### src/rtl/gpred_pkg.sv
package gpred_pkg;

  typedef enum logic {
    IDX_XOR    = 1'b0,
    IDX_CONCAT = 1'b1
  } idx_mode_e;

  typedef logic [1:0] ctr_t;

  localparam ctr_t CTR_RESET = 2'b01;
  localparam ctr_t CTR_MAX   = 2'b11;
  localparam ctr_t CTR_MIN   = 2'b00;

  // saturating step of one counter
  function automatic ctr_t ctr_step(input ctr_t cur, input logic taken);
    ctr_t nxt;
    if (taken) nxt = (cur == CTR_MAX) ? CTR_MAX : cur + 2'd1;
    else       nxt = (cur == CTR_MIN) ? CTR_MIN : cur - 2'd1;
    return nxt;
  endfunction

  // direction implied by a counter
  function automatic logic ctr_dir(input ctr_t cur);
    return cur[1];
  endfunction

endpackage

### src/rtl/gpred_hist_reg.sv
module gpred_hist_reg #(
  parameter int HIST_W = 10
) (
  input  logic              clk,
  input  logic              rst_n,
  input  logic              shift_en,
  input  logic              bit_in,
  output logic [HIST_W-1:0] hist
);

  logic [HIST_W-1:0] hist_q;

  generate
    if (HIST_W > 1) begin : g_wide
      always_ff @(posedge clk) begin
        if (!rst_n)        hist_q <= '0;
        else if (shift_en) hist_q <= {hist_q[HIST_W-2:0], bit_in};
      end
    end else begin : g_single
      always_ff @(posedge clk) begin
        if (!rst_n)        hist_q <= '0;
        else if (shift_en) hist_q <= bit_in;
      end
    end
  endgenerate

  assign hist = hist_q;

endmodule

### src/rtl/gpred_index.sv
module gpred_index #(
  parameter int                   HIST_W = 10,
  parameter int                   IDX_W  = 10,
  parameter int                   SEL_W  = 2,
  parameter gpred_pkg::idx_mode_e MODE   = gpred_pkg::IDX_XOR
) (
  input  logic [IDX_W-1:0]  pc_bits,
  input  logic [HIST_W-1:0] hist,
  output logic [IDX_W-1:0]  idx
);

  localparam int FOLD_W = (HIST_W < IDX_W) ? HIST_W : IDX_W;
  localparam int ADDR_W = IDX_W - SEL_W;

  // history widened or trimmed to the index width
  function automatic logic [IDX_W-1:0] fold_hist(input logic [HIST_W-1:0] h);
    logic [IDX_W-1:0] f;
    f = '0;
    for (int i = 0; i < FOLD_W; i++) f[i] = h[i];
    return f;
  endfunction

  generate
    if (MODE == gpred_pkg::IDX_XOR) begin : g_xor
      assign idx = pc_bits ^ fold_hist(hist);
    end else if (SEL_W == 0) begin : g_addr_only
      assign idx = pc_bits;
    end else begin : g_concat
      assign idx = {hist[SEL_W-1:0], pc_bits[ADDR_W-1:0]};
    end
  endgenerate

endmodule

### src/rtl/gpred_pht.sv
module gpred_pht #(
  parameter int IDX_W = 10
) (
  input  logic                  clk,
  input  logic                  rst_n,
  input  logic [IDX_W-1:0]      rd_idx,
  output gpred_pkg::ctr_t       rd_ctr,
  input  logic                  wr_en,
  input  logic [IDX_W-1:0]      wr_idx,
  input  logic                  wr_taken,
  output gpred_pkg::ctr_t       wr_cur,
  output gpred_pkg::ctr_t       wr_next
);

  localparam int DEPTH = 1 << IDX_W;

  gpred_pkg::ctr_t tbl [DEPTH];

  assign rd_ctr  = tbl[rd_idx];
  assign wr_cur  = tbl[wr_idx];
  assign wr_next = gpred_pkg::ctr_step(wr_cur, wr_taken);

  always_ff @(posedge clk) begin
    if (!rst_n) begin
      for (int i = 0; i < DEPTH; i++) tbl[i] <= gpred_pkg::CTR_RESET;
    end else if (wr_en) begin
      tbl[wr_idx] <= wr_next;
    end
  end

endmodule

### src/rtl/ghist_predictor.sv
module ghist_predictor #(
  parameter int                   PC_W   = 32,
  parameter int                   HIST_W = 10,
  parameter int                   IDX_W  = 10,
  parameter int                   SEL_W  = 2,
  parameter gpred_pkg::idx_mode_e MODE   = gpred_pkg::IDX_XOR
) (
  input  logic              clk,
  input  logic              rst_n,
  input  logic [PC_W-1:0]   lk_pc,
  output logic              lk_taken,
  output logic [HIST_W-1:0] lk_hist,
  input  logic              up_valid,
  input  logic [PC_W-1:0]   up_pc,
  input  logic [HIST_W-1:0] up_hist,
  input  logic              up_taken
);

  localparam int PC_LO = 2;
  localparam int PC_HI = PC_LO + IDX_W - 1;

  logic [IDX_W-1:0] lk_idx;
  logic [IDX_W-1:0] up_idx;
  gpred_pkg::ctr_t  lk_ctr;
  gpred_pkg::ctr_t  upd_cur;
  gpred_pkg::ctr_t  upd_next;
  logic             hist_shift;

  assign hist_shift = up_valid;

  gpred_hist_reg #(.HIST_W(HIST_W)) u_hist (
    .clk      (clk),
    .rst_n    (rst_n),
    .shift_en (hist_shift),
    .bit_in   (up_taken),
    .hist     (lk_hist)
  );

  gpred_index #(.HIST_W(HIST_W), .IDX_W(IDX_W), .SEL_W(SEL_W), .MODE(MODE)) u_lk_index (
    .pc_bits (lk_pc[PC_HI:PC_LO]),
    .hist    (lk_hist),
    .idx     (lk_idx)
  );

  gpred_index #(.HIST_W(HIST_W), .IDX_W(IDX_W), .SEL_W(SEL_W), .MODE(MODE)) u_up_index (
    .pc_bits (up_pc[PC_HI:PC_LO]),
    .hist    (up_hist),
    .idx     (up_idx)
  );

  gpred_pht #(.IDX_W(IDX_W)) u_pht (
    .clk      (clk),
    .rst_n    (rst_n),
    .rd_idx   (lk_idx),
    .rd_ctr   (lk_ctr),
    .wr_en    (up_valid),
    .wr_idx   (up_idx),
    .wr_taken (up_taken),
    .wr_cur   (upd_cur),
    .wr_next  (upd_next)
  );

  assign lk_taken = gpred_pkg::ctr_dir(lk_ctr);

endmodule

### config.mk
export PLATFORM = sky130hd
export DESIGN_NAME = ghist_predictor
export DESIGN_NICKNAME = d
export VERILOG_FILES = /design/src/rtl/gpred_pkg.sv /design/src/rtl/gpred_hist_reg.sv /design/src/rtl/gpred_index.sv /design/src/rtl/gpred_pht.sv /design/src/rtl/ghist_predictor.sv
export SDC_FILE = /design/constraint.sdc
export NUM_CORES = 2
export LEC_CHECK = 0
export BUFFER_PORTS_ARGS = -buffer_cell sky130_fd_sc_hd__buf_2
export CAP_MARGIN = 10
export CORE_UTILIZATION = 25
export CTS_BUF_LIST = sky130_fd_sc_hd__clkbuf_4
export CTS_CLUSTER_SIZE = 16
export DETAILED_ROUTE_END_ITERATION = 10
export PLACE_DENSITY = 0.47
export SLEW_MARGIN = 20
export SYNTH_ARGS = -nofsm -noshare
export SYNTH_HDL_FRONTEND = slang
export SYNTH_HIERARCHICAL = 1
export SYNTH_SLANG_ARGS = --single-unit
### constraint.sdc
create_clock -name clk -period 8.45 [get_ports clk]
set_input_delay 0 -clock clk [delete_from_list [all_inputs] [get_ports clk]]
set_output_delay 0 -clock clk [all_outputs]
set_load 0.02 [all_outputs]
=== Word level (Yosys, flattened, before mapping) ===
Memory sizes are Yosys's and may differ from the RTL's.
Index checks and enable logic that the tools add are counted.

* Memories kept: 1
* Register bits: 10
* Input port bits: 78
* Logic and storage cells: 19
* RAM bits: 2048
* Output and inout port bits: 11

{| class="wikitable"
|+ Memories
! memory !! words !! bits a word !! rd ports !! clocked after Yosys merged registers in !! wr ports !! line !! text
|-
| u_pht.tbl || 1024 || 2 || 2 || 0 || 1024 || gpred_pht.sv:17 || <nowiki>gpred_pkg::ctr_t tbl [DEPTH];</nowiki>
|}

* Add/subtract/negate cells: 2
* Muxes and demuxes: 10
* Bitwise logic cells: 2
* Reduce and logical (&&, ||, !) cells: 2
* Equality and inequality tests: 1

{| class="wikitable"
|+ Operators with widths
! kind !! count
|-
| $xor 10x10->10 || 2
|-
| $mux 10 || 1
|-
| $mux 2 || 4
|-
| $mux 1 || 5
|-
| $add 2x1->2 const B || 1
|-
| $eq 2x2->1 const B || 1
|-
| $logic_not 2->1 || 1
|-
| $reduce_or 2->1 || 1
|-
| $sub 2x1->2 const B || 1
|}

=== Logic depth before layout (Yosys ltp) ===
An unclocked memory read counts as a cell.

* Word-level depth: 6
* Mapped depth: 19
* Gate-level depth less buffers: 10

=== By module ===
Netlist, hierarchy kept.

{| class="wikitable"
|+ Modules (own cells, without submodules)
! module !! sequential area each (um2) !! instances !! cells an instance !! area an instance (um2)
|-
| gpred_pht || 61499.0 || 1 || 9333 || 120314.1
|-
| gpred_hist_reg || 200.2 || 1 || 31 || 374.1
|-
| gpred_index || 0.0 || 2 || 10 || 87.6
|}

=== Worst setup path before layout ===
No wires, ideal clock.

* Path kind: register -> output
* From: reg u_hist.hist_q[0] (netlist: u_hist/hist[0])
* To: out lk_taken
* Path slack: 4.148 ns
* Path buffers: 4
* Data arrival time: 4.302 ns
* Data required time: 8.450 ns
* Cell stages (with the launch flop): 12
* Cells stage by stage: dfxtp_1 -> xor2_1 -> clkbuf_1 -> buf_1 -> buf_1 -> buf_1 -> mux4_2 -> mux4_2 -> a221oi_1 -> o22ai_1 -> o311ai_0 -> nand3_1

* Cells in the longest elaborated chain, start to end: 2

{| class="wikitable"
|+ Ends and longest elaborated chain
! item !! line !! text
|-
| from (decl) || gpred_hist_reg.sv:11 || <nowiki>logic [HIST_W-1:0] hist_q;</nowiki>
|-
| from (signal assigned) || gpred_hist_reg.sv:17 || <nowiki>else if (shift_en) hist_q <= {hist_q[HIST_W-2:0], bit_in};</nowiki>
|-
| $xor 10x10->10 || gpred_index.sv:25 || <nowiki>assign idx = pc_bits ^ fold_hist(hist);</nowiki>
|-
| net lk_idx[0] || ghist_predictor.sv:22 || <nowiki>logic [IDX_W-1:0] lk_idx;</nowiki>
|-
| $mem_v2 1024x2 || - ||
|-
| to (decl) || ghist_predictor.sv:11 || <nowiki>output logic lk_taken,</nowiki>
|}

The timed path passes the listed nets, and every way through them passes these cells.

=== Worst setup path in the final report ===
Same ends and word-level chain as after synthesis.

==> run metrics <==
PortBufs 44; Worst Path Required 8450 ps; DR DRC count 0; setup TNS 0 ps; DR vias 93100; power per cell area 217 nW/µm²; worst hold slack 155 ps; Die Y 675 µm; post-DR wirelength/cell 36.0 µm; Clock Latency Late Sink 1640 ps; design area 127000 µm²; initial antenna violation count 57; row count 246; Final GP Congestion 0.879; Leak 36.7 nW; number of global-route vias before repair 88727; worst slew pin tran 1420 ps; Die ar. 455000 µm²; critical path endpoint category output pin; FMAX 142 MHz; Final ANT Viol Nets 0; Detail Placement HPWL 308000 µm; Final #Nets 8620; final worst slack 1410 ps; fillers 45681; Vias/cell 6.23; CP Class flop to output pin; first-pass GRT wire length 726000 µm; Max-Cap Viols 0; worst clock skew 150 ps; synthesized area 113000 µm²; Min Clock Period, post-route 7040 ps; CTS tree built; Final Hold Fails 0; Seq. cell area 61700 µm²; CTS resizes 0; clk buf depth 4; clock sink count 2058; yosys warns 6; pre-CTS setup slack 1800 ps; largest net degree at the start of global routing 198; Post-Syn Instances 9011; I/O Pins 89; core area 450000 µm²; CP Max Fanout 37; DRT Pass-1 Iters 8; outcome complete, no violations; Post-DP Area 119000 µm²; # setup viols final 0; global route total overflow 0; Hold Crit Class input port to flop; layout cells sized above 1 0.218; Layout area overhead 12.3%; total CTS buffers 605; Total GRT Usage 0.226; drt total wl 537000 µm; Max VDD drop 0.000226 V; H-tree Lvls 6; clock slew at reported path FFs 60 ps; Tcrit/Tclk final 0.833; Tot Pwr 27.6 mW; worst rel slew slack 0.0526; syn avg cell area 12.6 µm²; Syn Nets 9089; area of the multi-input gates 46000 µm²; Arrival @ worst endpoint 7040 ps; Die Wd 675 µm; RSZ-0062 raised after global routing false; Starting Density 0.252; CTS Root Cell clkbuf_4; initial DRC count 15219; Max Slew Vio Count 0; Worst setup SP type flop
## report_power, final
part           internal [mW]  switching, mW
combinational           1.52           4.92
sequential              11.4          0.123
clock                   4.81           4.76
total                   17.8           9.80
## timing repair
action                     in CTS  in global routing
hold endpoints to repair     2943                109
setup endpoints to repair       0                  0
buffers inserted                0                  0
hold buffers                   37                  1
## area by class of cell
type | count | area share
flip-flops and latches | 2058 | 0.486
multi-input cells | 5425 | 0.362
well taps | 5952 | 0.0586
clock buffers | 840 | 0.0496
repair buffers | 448 | 0.0354
clock inverters | 175 | 0.00838
diodes | 31 | 0.000610
inverters | 4 | 0.000118
## sequential cells by signal (all words and copies together) (netlist names)
name and cells:
u_hist/hist 10, u_pht/tbl 2048
## critical path: stages (launching register included)
cell and delay (ps):
dfxtp_1 480, xor2_4 380, buf_12 340, buf_4 530, mux4_2 570, mux4_2 530, a221oi_1 1000, o22ai_1 260
o311ai_0 400, nand3_1 470, buf_2 330
## path summary, 6_finish.rpt
path	cells after the start	slack, ps	start	endpoint
setup / recovery	10	1410	u_hist/hist[0]	lk_taken
hold / removal	8	150	up_hist[6]	u_pht/tbl[762][0]
setup reg to reg	10	3070	u_pht/tbl[279][1]	u_pht/tbl[598][0]
hold reg to reg	2	570	u_hist/hist[9]	u_hist/hist[9]
## metrics by stage
stage	instances	utilization
after detailed placement	13848	0.265
final	14933	0.283
after CTS	14900	0.282
after global placement	13845	0.265
after floorplan	9011	-
after global routing	14907	0.282
## metal layers
| layer | track usage | routed length [µm] | share of wire | vias to the layer above |
|---|---|---|---|---|
| li1 | - | - | - | 36188 |
| met1 | 0.295 | 202000 | 0.38 | 47819 |
| met2 | 0.337 | 233000 | 0.43 | 7545 |
| met3 | 0.0612 | 67800 | 0.13 | 1508 |
| met4 | 0.129 | 34000 | 0.063 | 40 |
| met5 | 0 | 342 | 0.00064 | - |
## placed cells by master, fill, tap and decap left out, drive strengths merged, types with 9 or more instances in the layout
cell            n
a211oi        950
a21boi         55
a21oi          40
a22oi          54
and2           13
buf           411
clkbuf        840
clkinv        132
clkinvlp       13
dfxtp          10
diode          31
dlygate4sd3    37
edfxtp       2048
inv            27
mux2i         784
mux4          453
nand2         162
nand2b          9
nand3          49
nand4          13
nor2          166
nor2b          23
nor3           33
nor4           77
o2111ai        16
o211ai        946
o21ai        1086
o21bai         23
o22a           15
o22ai         357
xor2           20
(Power assumes the default switching activity.)
